==> config.mk <==
export PLATFORM = sky130hd
export DESIGN_NAME = frame_sync_timer
export DESIGN_NICKNAME = d
export VERILOG_FILES = /design/src/rtl/fst_pkg.sv /design/src/rtl/fst_raster.sv /design/src/rtl/fst_cell_fetch.sv /design/src/rtl/fst_sync_router.sv /design/src/rtl/frame_sync_timer.sv
export SDC_FILE = /design/constraint.sdc
export NUM_CORES = 1
export LEC_CHECK = 0
export BUFFER_PORTS_ARGS = -buffer_cell sky130_fd_sc_hd__buf_2
export CORE_ASPECT_RATIO = 1.1
export CORE_MARGIN = 3
export CORE_UTILIZATION = 60
export DETAILED_ROUTE_END_ITERATION = 7
export PLACE_DENSITY_LB_ADDON = 0.3
export SYNTH_ARGS = -nofsm -noshare
export SYNTH_HDL_FRONTEND = slang
export SYNTH_SLANG_ARGS = --single-unit
==> constraint.sdc <==
create_clock -name clk -period 6.3 [get_ports clk]
set_clock_uncertainty 0.1 [all_clocks]
set_input_delay 0.315 -clock clk [delete_from_list [all_inputs] [get_ports clk]]
set_output_delay 0.315 -clock clk [all_outputs]
set_load 0.01 [all_outputs]
==> src/rtl/fst_pkg.sv <==
// Shared types for the frame timer: the encoding of the sync routing input.
package fst_pkg;

    // Routing of the frame-start pulse; 11 is reserved and behaves as off.
    typedef enum logic [1:0] {
        ROUTE_OFF  = 2'b00,
        ROUTE_IRQ  = 2'b01,
        ROUTE_NMI  = 2'b10,
        ROUTE_RSVD = 2'b11
    } route_e;

endpackage

==> src/rtl/fst_raster.sv <==
// Raster position counter.
// Steps a horizontal count through LINE_CLKS clocks and a vertical count
// through FRAME_LINES scanlines, and flags the first clock of each frame.
// Assumes LINE_CLKS >= 2 and FRAME_LINES >= 2.
module fst_raster #(
    parameter int LINE_CLKS   = 228,
    parameter int FRAME_LINES = 312,
    parameter int HW          = 8,
    parameter int VW          = 9
) (
    input  logic          clk,
    input  logic          rst_n,
    output logic [HW-1:0] h_pos,
    output logic [VW-1:0] v_pos,
    output logic          frame_start
);

    localparam logic [HW-1:0] H_LAST = HW'(LINE_CLKS - 1);
    localparam logic [VW-1:0] V_LAST = VW'(FRAME_LINES - 1);

    // Advance the clock-in-line count, and the line count on each wrap.
    always_ff @(posedge clk) begin
        if (!rst_n) begin
            h_pos <= '0;
            v_pos <= '0;
        end else if (h_pos == H_LAST) begin
            h_pos <= '0;
            v_pos <= (v_pos == V_LAST) ? '0 : v_pos + 1'b1;
        end else begin
            h_pos <= h_pos + 1'b1;
        end
    end

    // Frame origin flag.
    assign frame_start = (h_pos == '0) && (v_pos == '0);


    line_wrap_chk: assert property (@(posedge clk) disable iff (!rst_n)
        (h_pos == H_LAST) |=> (h_pos == '0));


    line_bound_chk: assert property (@(posedge clk) disable iff (!rst_n)
        (v_pos <= V_LAST) && (h_pos <= H_LAST));

endmodule

==> src/rtl/fst_cell_fetch.sv <==
// Character cell address generator.
// Turns the raster position into a cell read address while the position
// lies inside the active window, and holds the address elsewhere.
// Outputs are registered, one cycle behind the raster position.
// Assumes H_START > 0 and V_START > 0, and that the window fits in the frame.
module fst_cell_fetch #(
    parameter int HW        = 8,
    parameter int VW        = 9,
    parameter int AW        = 9,
    parameter int COLS      = 32,
    parameter int ROWS      = 16,
    parameter int CHAR_CLKS = 4,
    parameter int ROW_LINES = 12,
    parameter int H_START   = 16,
    parameter int V_START   = 40
) (
    input  logic          clk,
    input  logic          rst_n,
    input  logic [HW-1:0] h_pos,
    input  logic [VW-1:0] v_pos,
    output logic          fetch_en,
    output logic [AW-1:0] cell_addr
);

    localparam logic [31:0] H_LO = 32'(H_START);
    localparam logic [31:0] H_HI = 32'(H_START + COLS * CHAR_CLKS);
    localparam logic [31:0] V_LO = 32'(V_START);
    localparam logic [31:0] V_HI = 32'(V_START + ROWS * ROW_LINES);

    logic [31:0]   h_w, v_w, h_off, v_off, col_idx, row_idx;
    logic          in_window;
    logic [AW-1:0] addr_next;

    assign h_w   = 32'(h_pos);
    assign v_w   = 32'(v_pos);
    assign h_off = h_w - H_LO;
    assign v_off = v_w - V_LO;

    // Window membership of the current raster position.
    assign in_window = (h_w >= H_LO) && (h_w < H_HI) && (v_w >= V_LO) && (v_w < V_HI);

    // Column index: a shift when the cell width is a power of two, else a divide.
    generate
        if ((CHAR_CLKS & (CHAR_CLKS - 1)) == 0) begin : g_col_shift
            assign col_idx = h_off >> $clog2(CHAR_CLKS);
        end else begin : g_col_div
            assign col_idx = h_off / 32'(CHAR_CLKS);
        end
    endgenerate

    // Row index: the same choice for the cell height in scanlines.
    generate
        if ((ROW_LINES & (ROW_LINES - 1)) == 0) begin : g_row_shift
            assign row_idx = v_off >> $clog2(ROW_LINES);
        end else begin : g_row_div
            assign row_idx = v_off / 32'(ROW_LINES);
        end
    endgenerate

    // Linear cell address, row-major.
    assign addr_next = AW'(row_idx * 32'(COLS) + col_idx);

    // Register the fetch strobe, and load the address only inside the window.
    always_ff @(posedge clk) begin
        if (!rst_n) begin
            fetch_en  <= 1'b0;
            cell_addr <= '0;
        end else begin
            fetch_en <= in_window;
            if (in_window) begin
                cell_addr <= addr_next;
            end
        end
    end


    addr_hold_chk: assert property (@(posedge clk) disable iff (!rst_n)
        !in_window |=> $stable(cell_addr));


    addr_range_chk: assert property (@(posedge clk) disable iff (!rst_n)
        fetch_en |-> (32'(cell_addr) < 32'(COLS * ROWS)));

endmodule

==> src/rtl/fst_sync_router.sv <==
// Frame sync pulse and interrupt routing.
// Registers the frame-start flag as the sync pulse and steers it, according
// to the routing code sampled at that edge, to a held maskable request or
// to a one-clock non-maskable pulse. A new request wins over an acknowledge.
module fst_sync_router
    import fst_pkg::*;
(
    input  logic       clk,
    input  logic       rst_n,
    input  logic       frame_start,
    input  logic [1:0] route_mode,
    input  logic       irq_ack,
    output logic       field_sync,
    output logic       irq_req,
    output logic       nmi_pulse
);

    route_e mode;
    logic   set_irq;

    assign mode    = route_e'(route_mode);
    assign set_irq = frame_start && (mode == ROUTE_IRQ);

    // Sync pulse and non-maskable pulse, both one clock wide.
    always_ff @(posedge clk) begin
        if (!rst_n) begin
            field_sync <= 1'b0;
            nmi_pulse  <= 1'b0;
        end else begin
            field_sync <= frame_start;
            nmi_pulse  <= frame_start && (mode == ROUTE_NMI);
        end
    end

    // Maskable request level: set at frame start, cleared by acknowledge.
    always_ff @(posedge clk) begin
        if (!rst_n) begin
            irq_req <= 1'b0;
        end else if (set_irq) begin
            irq_req <= 1'b1;
        end else if (irq_ack) begin
            irq_req <= 1'b0;
        end
    end


    sync_single_chk: assert property (@(posedge clk) disable iff (!rst_n)
        field_sync |=> !field_sync);


    irq_hold_chk: assert property (@(posedge clk) disable iff (!rst_n)
        (irq_req && !irq_ack) |=> irq_req);


    irq_set_chk: assert property (@(posedge clk) disable iff (!rst_n)
        (frame_start && (route_mode == 2'b01)) |=> irq_req);


    nmi_src_chk: assert property (@(posedge clk) disable iff (!rst_n)
        nmi_pulse |-> ($past(route_mode) == 2'b10));


    nmi_single_chk: assert property (@(posedge clk) disable iff (!rst_n)
        nmi_pulse |=> !nmi_pulse);

endmodule

==> src/rtl/frame_sync_timer.sv <==
// Frame timer for a character display, with sync interrupt routing.
// Chains the raster counter, the cell address generator and the sync
// router. All outputs are registered and reset to 0.
// Assumes the active window fits inside one line and one frame.
module frame_sync_timer #(
    parameter int LINE_CLKS   = 228,
    parameter int FRAME_LINES = 312,
    parameter int COLS        = 32,
    parameter int ROWS        = 16,
    parameter int CHAR_CLKS   = 4,
    parameter int ROW_LINES   = 12,
    parameter int H_START     = 16,
    parameter int V_START     = 40,
    localparam int ADDR_W     = $clog2(COLS * ROWS)
) (
    input  logic              clk,
    input  logic              rst_n,
    input  logic [1:0]        route_mode,
    input  logic              irq_ack,
    output logic              field_sync,
    output logic              irq_req,
    output logic              nmi_pulse,
    output logic              vram_rd,
    output logic [ADDR_W-1:0] vram_addr
);

    localparam int HW = $clog2(LINE_CLKS);
    localparam int VW = $clog2(FRAME_LINES);

    logic [HW-1:0] h_pos;
    logic [VW-1:0] v_pos;
    logic          frame_start;

    fst_raster #(
        .LINE_CLKS  (LINE_CLKS),
        .FRAME_LINES(FRAME_LINES),
        .HW         (HW),
        .VW         (VW)
    ) u_raster (
        .clk        (clk),
        .rst_n      (rst_n),
        .h_pos      (h_pos),
        .v_pos      (v_pos),
        .frame_start(frame_start)
    );

    fst_cell_fetch #(
        .HW       (HW),
        .VW       (VW),
        .AW       (ADDR_W),
        .COLS     (COLS),
        .ROWS     (ROWS),
        .CHAR_CLKS(CHAR_CLKS),
        .ROW_LINES(ROW_LINES),
        .H_START  (H_START),
        .V_START  (V_START)
    ) u_fetch (
        .clk      (clk),
        .rst_n    (rst_n),
        .h_pos    (h_pos),
        .v_pos    (v_pos),
        .fetch_en (vram_rd),
        .cell_addr(vram_addr)
    );

    fst_sync_router u_router (
        .clk        (clk),
        .rst_n      (rst_n),
        .frame_start(frame_start),
        .route_mode (route_mode),
        .irq_ack    (irq_ack),
        .field_sync (field_sync),
        .irq_req    (irq_req),
        .nmi_pulse  (nmi_pulse)
    );


    reset_quiet_chk: assert property (@(posedge clk)
        !rst_n |=> (!field_sync && !irq_req && !nmi_pulse && !vram_rd && (vram_addr == '0)));

endmodule

* Yosys cells after proc, flatten, opt, wreduce, memory -nomap -nowiden *
Cells that the tools add are included.

operators by class
  add/sub/neg operators = 5
  div/mod/pow operators = 1
  order comparisons = 4
  eq/ne operators = 4
  mux-type cells = 3
  bitwise operators = 1
  reduce and logical (&&, ||, !) cells = 10

operators by type and width
  kind                     number
  $div A32 B4 Y32 const B  1
  $sub A9 B6 Y10 const B   1
  $add A9 B1 Y9 const B    1
  $add A9 B9 Y9            1
  $eq A9 B9 Y1 const B     1
  $ge A9 B6 Y1 const B     1
  $logic_not A9 Y1         1
  $lt A9 B8 Y1 const B     1
  $mux W9                  1
  $sub A8 B5 Y9 const B    1
  $add A8 B1 Y8 const B    1
  $eq A8 B8 Y1 const B     1
  $ge A8 B5 Y1 const B     1
  $logic_not A8 Y1         1
  $lt A8 B8 Y1 const B     1
  $logic_and A1 B1 Y1      6
  $eq A2 B1 Y1 const B     1
  $eq A2 B2 Y1 const B     1
  $mux W1                  2
  $reduce_bool A2 Y1       1
  $reduce_or A2 Y1         1
  $not A1 Y1               1

word-level totals
  flip-flop bits (word level) = 30
  input port bits = 5

* Depth between registers and ports, before layout *
Gate-level depths: netlist of run 1.

  word-level depth = 4
  mapped depth = 18

* By module *
A second synthesis of run 1 with hierarchy kept.

unflattened totals
  cell total of the unflattened synthesis = 272
  area total of the unflattened synthesis = 2212.1 um^2

by module, submodules not included
  module           times used  cells an instance  area each (um^2)  sequential area each (um^2)
  fst_cell_fetch   1           166                1273.7            200.2
  fst_raster       1           97                 837.1             340.3
  fst_sync_router  1           9                  101.3             60.1

* Worst setup path after synthesis of run 1 *
No wires, ideal clock.

  kind = reg2reg
  start = reg u_raster.v_pos[3]
  end = reg u_fetch.cell_addr[8]
  setup time = 122 ps
  arrival = 3551 ps
  path slack = 2527 ps
  cell stages (with the launch flop) = 17
  cell sequence = dfxtp_1 > buf_6 > clkbuf_1 > inv_1 > ha_1 > xor2_1 > and2_1 > a2111oi_0 > a31o_4 > a21boi_2 > o221ai_1 > ha_1 > a21o_1 > a21oi_1 > xor2_1 > nor2_1 > a311o_1

between the ends
  cells in the longest elaborated chain, start to end = 3

RTL lines
  element                                                        line                                        source
  start: declaration                                             fst_raster.sv:14                            output logic [VW-1:0] v_pos,
  start signal: assignment                                       fst_raster.sv:28                            v_pos <= (v_pos == V_LAST) ? '0 : v_pos + 1'b1;
  $sub A9 B6 Y10 / $ge A9 B6 Y1 (equally long branches)          fst_cell_fetch.sv:37, fst_cell_fetch.sv:40
  $div A32 B4 Y32 / $logic_and A1 B1 Y1 (equally long branches)  fst_cell_fetch.sv:56, fst_cell_fetch.sv:40
  $add A9 B9 Y9 / $logic_and A1 B1 Y1 (equally long branches)    fst_cell_fetch.sv:61, fst_cell_fetch.sv:40
  end signal: assignment                                         fst_cell_fetch.sv:71                        cell_addr <= addr_next;
  end: declaration                                               fst_cell_fetch.sv:22                        output logic [AW-1:0] cell_addr

Several ways; a longest one is shown, not always the timed one.
A chain may end at the register's enable or synchronous reset.

* Final worst setup path of run 1 *
Same ends and word-level chain as after synthesis.

==> results.yml, run 1 <==
run_status:
  status: "complete, no violations"
synth:
  syn_nets: 274
  syn_area_per_cell_um2: 8.52
  ys_types: 63
  synth_seq_area_share_pct: 27.9
  syn_area_um2: 2150
  synthArstFlopShare_pct: 0
  ys_ff_latch: 30
  synth_edf_count: 0
  syn_inst: 253
  yosysWarnings: 0
  synth-main-ff-cell: "dfxtp_1"
clock_tree:
  cts_setup_buffers: 0
  hold_buffers: 0
  clk_latency_ps: 340
  clock_sinks: 30
  clk_pin_slew_ps: 90
  clockRootBuffer: "clkbuf_4"
  ctsResizeCount: 0
  htree_levels: 2
  cts_tree: "done"
  clock_path_buffers: 2
  numCtsBuffers: 5
final_layout:
  antennaDiodeCount: 0
  fin_cells: 305
  multi_input_area_um2: 1340
  area_growth_pct: 1.97
  nets: 277
  drive_gt1_share_pct: 17.1
  fill_cells: 307
  seqCellArea_um2: 601
critical_path:
  startpoint_type: "flop"
  path_class: "flop to flop"
  setup.worst_path.start: "u_raster.v_pos[3]"
  rrSetupSlack_ps: 2040
  worstPathCellList: "inv_1 -> ha_1 -> xor2_1 -> and2_1 -> a2111oi_0 -> a31o_4 -> a21boi_2 -> o221ai_1 -> ha_1 -> a21o_1 -> a21oi_1 -> xor2_1 -> nor2_1 -> a311o_1"
  worstSetupEndpoint: "u_fetch.cell_addr[8]"
  critPathMaxFanout: 21
  critPathSlowestCell: "dfxtp_1"
  cp_slowest_stage_delay_ps: 760
  end_kind: "flop"
  reg2reg_to: "u_fetch.cell_addr[8]"
  r2r_start: "u_raster.v_pos[3]"
  cp.required_ps: 6430
  reg2regPathDepth: 14
  arrival_ps: 4390
timing:
  fin_crit_sh_pct: 67.6
  finalHoldViolCount: 0
  fmax_mhz: 235
  maxSlewHeadroom_pct: 51.8
  layout_min_cycle_time_ps: 4260
  worst_pin_slew_ps: 715
  fin_setup_tns_ps: 0
  grt_setup_unrepaired: "no"
  final-max-slew-violation-count: 0
  setup_viol: 0
grt:
  antenna_found_initial: 0
  grt_pass1_vias: 1540
  grt_max_degree: 22
  grt_pass1_wl_mm: 7.18
  grt_overflow: 0
  grt_usage_pct: 21.3
floorplan:
  die_w_um: 63.1
  die_area_um2: 4350
  die-height_um: 68.9
  rows: 22
  start_util_pct: 63.6
  ios: 18
  coreArea_um2: 3390
routing:
  drt_iter0_drc: 124
  drt_first_pass_iters: 4
  topRoutingLayerUsed: "met4"
  num_vias: 1760
  wl_mm: 4.14
  wl_per_cell_um: 13.6
  routed-wl-met2_mm: 1.97
  drc_errors: 0
  wl_met3_um: 160
  wl_met1_mm: 1.97
  ant_nets: 0
  vias_per_cell: 5.77
power:
  leakagePower_nw: 0.852
  power_density_nw_per_um2: 151
  vdd_drop_max_uv: 114
flow_run:
  cap_viol_max_count: 0
placed_design:
  dp_cells: 297
  place.gp.congestion: 0.828
  dp_hpwl_mm: 2.98
  placement.io_buffers: 17
worst_hold_path:
  hold_class: "input pin to flop"
==> metrics by stage <==
step | worst slack [ps] | hold slack (ps) | power (mW) | util (%) | cell area, um^2
final | 2040 | 34.8 | 0.332 | 64.9 | 2200
after global routing | 1680 | 29.1 | 0.346 | 64.9 | 2200
after CTS | 2100 | 25.3 | 0.336 | 64.9 | 2200
after detailed placement | 2110 | 374 | 0.214 | 63.1 | 2140
after global placement | 2210 | 365 | 0.214 | 63.1 | 2140
after floorplan | 2530 | 291 | 0.209 | - | 2150
==> synth_stat cells, drive strengths merged, types with 6 or more instances <==
cell type | n | share of area [%]
a21oi | 9 | 2.6
nand3 | 6 | 1.4
xor2 | 7 | 2.8
buf | 13 | 6.2
clkbuf | 8 | 1.4
inv | 14 | 2.4
xnor2 | 8 | 3.3
o21ai | 13 | 3.2
nand2 | 19 | 3.3
nor2 | 31 | 5.4
dfxtp | 30 | 28
ha | 15 | 8.7
nand4 | 10 | 2.9
==> layout by cell type (no fill, tap or decap), types with 3 or more instances in the layout <==
master	Yosys	routed
buf_2	3	17
inv_1	14	14
a21oi_1	6	6
xor2_1	7	7
and2_1	3	3
nand3_1	6	6
a21oi_2	3	3
nor3_1	4	4
nand2_1	19	19
o21ai_0	11	11
dfxtp_1	30	30
nand4_1	10	10
xnor2_1	8	8
or3_1	4	4
nor2_1	31	31
ha_1	15	15
clkbuf_4	0	5
mux2i_1	5	5
==> worst min path at each step <==
| stage | from | cells past startpoint | slack [ps] | to |
|---|---|---|---|---|
| finish | route_mode[0] | 2 | 30 | u_router.nmi_pulse |
| global route | route_mode[0] | 2 | 30 | u_router.nmi_pulse |
| CTS | route_mode[0] | 2 | 30 | u_router.nmi_pulse |
| detailed placement | u_fetch.cell_addr[7] | 2 | 370 | u_fetch.cell_addr[7] |
| global placement | u_raster.h_pos[0] | 1 | 370 | u_raster.h_pos[0] |
| floorplan | route_mode[0] | 1 | 290 | u_router.nmi_pulse |
==> sequential cells by signal (all words and copies together), names as in the netlist <==
register	count
u_router.nmi_pulse	1
u_router.irq_req	1
u_router.field_sync	1
u_fetch.fetch_en	1
u_raster.h_pos	8
u_fetch.cell_addr	9
u_raster.v_pos	9
==> worst max-delay path, delay by kind of cell, from the launching register on <==
kind | cells | cell delay [ps]
flip-flops | 1 | 760
XOR/XNOR | 2 | 440
AO/OA/AOI/OAI | 7 | 1670
AND/OR/NAND/NOR | 2 | 230
buffers and inverters | 1 | 190
adder cells (fa/ha/maj) | 2 | 750
==> metal layers <==
metal | vias to the layer above | track usage, %
met2 | 27 | 33.9
met5 | - | 0
met3 | 4 | 6.00
li1 | 898 | -
met1 | 831 | 27.3
met4 | 0 | 9.37
==> where the power goes <==
group / switching (mW) / internal [mW] / total, mW
clock network: 0.0677 / 0.0540 / 0.122
logic: 0.00849 / 0.00594 / 0.0144
registers: 0.00305 / 0.192 / 0.195
==> logic make-up after synthesis <==
kind of cell / Yosys count / synth area share (%)
and+or+nand+nor: 103 / 25.3
DFF: 30 / 27.9
buffers and inverters: 35 / 9.99
xor gates and xnor gates: 15 / 6.10
muxes: 7 / 3.37
AOI/OAI and AO/OA: 47 / 17.7
adders and majority gates: 16 / 9.64
==> area by class of cell <==
type	count	share of cell area (%)
sequential	30	27.3
timing repair buffer	17	3.87
tap	48	2.73
inverter	14	2.39
clock buffer	7	2.51
multi-input combinational	188	60.9
clock inverter	1	0.228
Note: power is estimated with default switching activity, not from simulation.
==> run 2, diff against run 1 <==
ABC_AREA = 1   (was default)
CORE_UTILIZATION = 59   (was 60)
clock period = 4.08 ns   (was 6.3 ns; I/O delays follow)
==> results.yml, run 2 <==
synth:
  synthArstFlopShare_pct: 0
  ys_ff_latch: 30
  yosys-top-cells-area: "dfxtp_1 32%, ha_1 10%, nand2_1 8.2%"
  syn_inst: 258
  synth_seq_area_share_pct: 32.0
  yosys.area.top_type: "dfxtp_1"
  synth-main-ff-cell: "dfxtp_1"
  syn_area_per_cell_um2: 7.27
  yosysMostFrequentCell: "nand2_1"
  ys_types: 31
  syn_nets: 279
  yosysWarnings: 0
  syn_area_um2: 1880
  synth_commonest_cells: "41 x nand2_1, 35 x inv_1, 30 x dfxtp_1"
  synth_top_area_share_pct: 32.0
  synth_edf_count: 0
placed_design:
  dp_hpwl_mm: 2.92
  dpl_cell_area_um2: 1990
  placement.io_buffers: 17
  place.gp.congestion: 0.897
power:
  power_density_nw_per_um2: 247
  vdd_drop_max_uv: 208
  leakagePower_nw: 0.953
  finalPower_mw: 0.511
floorplan:
  die_area_um2: 3890
  die-height_um: 65.2
  ios: 18
  coreArea_um2: 2900
  start_util_pct: 64.7
  die_w_um: 59.8
  rows: 20
final_layout:
  multi_input_area_um2: 1120
  final_util_pct: 71.3
  fill_cells: 241
  seqCellArea_um2: 601
  antennaDiodeCount: 0
  stdcell_area_um2: 2070
  final_common_cell: "nand2_1"
  drive_gt1_share_pct: 17.4
  nets: 302
  layout_common_cells: "41 x nand2_1, 35 x inv_1, 30 x dfxtp_1, 22 x nor2_1, 20 x nand3_1"
  area_growth_pct: 10.3
  reg_top3: "u_fetch.cell_addr x9, u_raster.v_pos x9, u_raster.h_pos x8"
routing:
  wl_mm: 3.85
  wl_met3_um: 146
  vias_per_cell: 5.39
  drt_first_pass_iters: 5
  topRoutingLayerUsed: "met4"
  routed-wl-met2_mm: 1.85
  num_vias: 1697
  wl_per_cell_um: 12.2
  ant_nets: 0
  drc_errors: 0
  drt_iter0_drc: 68
  wl_met1_mm: 1.73
worst_hold_path:
  min_to: "u_router.irq_req"
  hp-start: "irq_ack"
  hold_depth: 3
  hold_class: "input pin to flop"
critical_path:
  cp.required_ps: 4190
  crit_family: "simple AND/OR/NAND/NOR gates"
  setup.worst_path.start: "u_raster.v_pos[3]"
  r2r_start: "u_raster.v_pos[3]"
  reg2reg_to: "u_fetch.cell_addr[7]"
  path_class: "flop to flop"
  cp_slowest_stage_delay_ps: 540
  arrival_ps: 3490
  critPathBufInv: 4
  worst_path_most_repeated_cell: "nand2_2"
  end_kind: "flop"
  startpoint_type: "flop"
  rrSetupSlack_ps: 700
  critPathSlowestCell: "dfxtp_1"
  critPathMaxFanout: 9
  reg2regPathDepth: 24
  worstPathCellList: "inv_1 -> ha_1 -> inv_1 -> nand2_2 -> nand3_1 -> nand2_1 -> nand3_1 -> nand2_1 -> o21ai_2 -> nand3_2 -> nand2_2 -> nand2_2 -> nand3_2 -> nand2_2 -> nand2_2 -> nand3_1 -> nand2_1 -> inv_1 -> nand2_1 -> ha_1 -> inv_1 -> fa_1 -> xor2_1 -> a21oi_1"
clock_tree:
  htree_levels: 2
  clk_latency_ps: 340
  cts_tree: "done"
  clockRootBuffer: "clkbuf_4"
  clk_pin_slew_ps: 100
  cts_setup_buffers: 0
  numCtsBuffers: 5
  clock_sinks: 30
  clock_path_buffers: 2
grt:
  grt_max_degree: 17
  grt_overflow: 0
  grt_usage_pct: 22.1
  grt_pass1_vias: 1541
  grt_pass1_wl_mm: 6.56
  antenna_found_initial: 0
timing:
  fin_setup_tns_ps: 0
  finalHoldViolCount: 0
  worst_pin_slew_ps: 719
  final-max-slew-violation-count: 0
  setup_viol: 0
  layout_min_cycle_time_ps: 3380
  grt_setup_unrepaired: "no"
  maxSlewHeadroom_pct: 51.5
  fin_crit_sh_pct: 82.9
  holdWs_ps: 48.0
  fmax_mhz: 296
run_status:
  status: "complete, no violations"
flow_run:
  cap_viol_max_count: 0
run 2: cell count changes after synthesis, moves of 4 or more:
cell,before,now
nand2_1,19,41
inv_1,14,35
nand3_1,6,20
a21oi_1,6,18
nor2_1,31,22
buf_6,8,0
nand2_2,0,8
clkbuf_1,8,1
xnor2_1,8,1
nor3_1,4,10
mux2i_1,5,0
o21ai_0,11,16
nand3_2,0,4
or3_1,4,0
run 2: tightest hold or removal path, stage by stage:
cell,delay (ps)
buf_2,70
nand3b_1,90
o21ai_0,70
run 2: per-layer routing:
metal  up-vias  GRT usage, %
met3        12          4.72
met4         0          11.1
met5         -             0
met1       759          27.0
met2        32          35.8
li1        894             -
run 2: worst max path at each step:
stage,to,depth (start not counted)
4_1_cts,u_fetch.cell_addr[7],24
6_report,u_fetch.cell_addr[7],24
2_1_floorplan,u_fetch.cell_addr[7],24
3_3_place_gp,u_fetch.cell_addr[7],24
5_1_grt,u_fetch.cell_addr[7],22
3_5_place_dp,u_fetch.cell_addr[7],24
run 2: cells by family after synthesis:
logic type	after synthesis	synth area share, %
simple gates	126	33.9
buf+inv	41	8.47
compound gates	39	11.3
flops	30	32.0
fa+ha+maj	16	11.1
xor+xnor	6	3.20
run 2: final cells by class:
class	count	area share [%]
repair buffers	19	5.08
flip-flops and latches	30	29.0
multi-input cells	187	54.0
inverters	38	6.89
well taps	33	1.99
clock buffers	6	2.48
clock inverters	2	0.604
run 2: what timing repair did:
item / in CTS / in global routing
resized for setup: 0 / 0
hold buffers: 2 / 0
endpoints found under the hold margin: 1 / 0
endpoints found under the setup margin: 0 / 0
run 2: stage by stage:
stage                     setup slack (ps)  std cells
after floorplan                       1030        258
after global placement                 821        305
after detailed placement               754        305
after CTS                              705        315
after global routing                   273        315
final                                  698        315
run 2: report_power, final:
part	internal (mW)	switching (mW)	leakage, nW
registers	0.297	0.00278	0.243
clock network	0.0827	0.105	0.0343
logic	0.00888	0.0147	0.676
total	0.389	0.123	0.953
==> run 3, diff against run 2 <==
ABC_AREA = 0   (was 1)
CORE_UTILIZATION = 60   (was 59)
clock period = 3.2 ns   (was 4.08 ns; I/O delays follow)
==> results.yml, run 3 (synthesis gave the netlist of run 1 again) <==
placed_design:
  placement.io_buffers: 17
  dp_cells: 308
  dp_hpwl_mm: 3.25
  place.gp.congestion: 0.910
floorplan:
  rows: 22
  ios: 18
  start_util_pct: 63.6
  coreArea_um2: 3390
  die-height_um: 68.9
  die_area_um2: 4350
  die_w_um: 63.1
critical_path:
  critPathSlowestCell: "or3_1"
  arrival_ps: 3240
  end_kind: "flop"
  cp.required_ps: 3330
  startpoint_type: "flop"
  worstPathCellList: "buf_4 -> or3_1 -> a221o_1 -> nand4_1 -> nand2_2 -> a21boi_4 -> o221ai_2 -> ha_1 -> a21o_1 -> a21oi_2 -> xor2_1 -> nor2_1 -> a311o_1"
  cp_slowest_stage_delay_ps: 400
  path_class: "flop to flop"
  critPathMaxFanout: 12
timing:
  layout_min_cycle_time_ps: 3110
  maxSlewHeadroom_pct: 51.8
  setup_viol: 0
  worst_pin_slew_ps: 715
  grt_setup_unrepaired: "yes"
  fmax_mhz: 321
  fin_setup_tns_ps: 0
  finalHoldViolCount: 0
  final-max-slew-violation-count: 0
  fin_crit_sh_pct: 97.3
clock_tree:
  clock_path_buffers: 2
  numCtsBuffers: 5
  htree_levels: 2
  cts_tree: "done"
  clock_sinks: 30
  clockRootBuffer: "clkbuf_4"
  clk_pin_slew_ps: 110
  clk_latency_ps: 350
grt:
  grt_overflow: 0
  grt_max_degree: 15
  grt_usage_pct: 22.6
  antenna_found_initial: 0
  grt_pass1_wl_mm: 7.65
  grt_pass1_vias: 1641
final_layout:
  reg_top3: "u_fetch.cell_addr x9, u_raster.v_pos x9, u_raster.h_pos x8"
  layout_common_cells: "31 x nor2_1, 27 x dfxtp_1, 18 x buf_4, 17 x buf_2, 16 x nand2_1"
  fin_cells: 327
  nets: 299
  area_growth_pct: 14.2
  drive_gt1_share_pct: 28.7
  final_common_cell: "nor2_1"
  antennaDiodeCount: 0
routing:
  wl_mm: 4.71
  ant_nets: 0
  num_vias: 1863
  drt_iter0_drc: 136
  wl_per_cell_um: 14.4
  drt_first_pass_iters: 4
  drc_errors: 0
  vias_per_cell: 5.70
power:
  power_density_nw_per_um2: 271
  finalPower_mw: 0.666
  leakagePower_nw: 0.983
  vdd_drop_max_uv: 301
run_status:
  status: "complete, no violations"
flow_run:
  cap_viol_max_count: 0
worst_hold_path:
  hold_class: "input pin to flop"
-- run 3: repair_timing --
| action | 4_1_cts | 5_1_grt |
|---|---|---|
| setup endpoints to repair | 1 | 3 |
| gates resized for setup | 4 | 12 |
| cloned | 0 | 0 |
| pin swaps | 1 | 10 |
| hold buffers | 3 | 0 |
| hold endpoints to repair | 2 | 0 |
| buffers inserted | 3 | 5 |
-- run 3: final timing paths --
kind | start | end | slack [ps] | depth (start not counted)
worst max-delay path | u_raster.v_pos[3] | u_fetch.cell_addr[8] | 90 | 13
worst min register to register | u_router.irq_req | u_router.irq_req | 390 | 2
worst max register to register | u_raster.v_pos[3] | u_fetch.cell_addr[8] | 90 | 13
worst min-delay path | route_mode[1] | u_router.irq_req | 20 | 3
-- run 3: per-stage QoR --
| step | hold WS [ps] | setup slack, ps | area (um^2) | util (%) |
|---|---|---|---|---|
| 2_1_floorplan | 136 | -37.3 | 2210 | - |
| 3_3_place_gp | 238 | 111 | 2250 | 66.6 |
| 3_5_place_dp | 244 | 27.5 | 2250 | 66.6 |
| 4_1_cts | 1.05 | 0.264 | 2370 | 70.1 |
| 5_1_grt | 23.7 | -50.9 | 2460 | 72.7 |
| 6_report | 21.5 | 87.9 | 2460 | 72.7 |
-- run 3: final cells by class --
type	instances	area [um^2]
multi-input combinational	188	1410
clock inverter	2	12.5
fill	279	926
sequential	30	607
inverter	14	57.6
clock buffer	6	51.3
tap	48	60.1
timing repair buffer	39	262
-- run 3: layer usage --
layer	part of all wire (%)	vias to the layer above	GRT usage (%)	routed length, um
li1	-	941	-	-
met1	46	872	27.7	2150
met2	48	41	38.6	2280
met3	3.7	9	5.02	175
met4	2.4	0	9.64	112
met5	0	-	0	0
-- run 3: power by group --
group | internal (mW) | switching, mW | leakage, nW
logic | 0.0138 | 0.0186 | 0.704
registers | 0.378 | 0.00605 | 0.244
clock network | 0.106 | 0.145 | 0.0343
total | 0.497 | 0.169 | 0.983
-- run 3: critical path, delay by kind of cell, from the launching register on --
family | cells | cell delay (ps)
AO/OA/AOI/OAI | 6 | 1160
AND/OR/NAND/NOR | 4 | 720
flip-flops | 1 | 380
adder cells (fa/ha/maj) | 1 | 270
XOR/XNOR | 1 | 190
buffers and inverters | 1 | 180
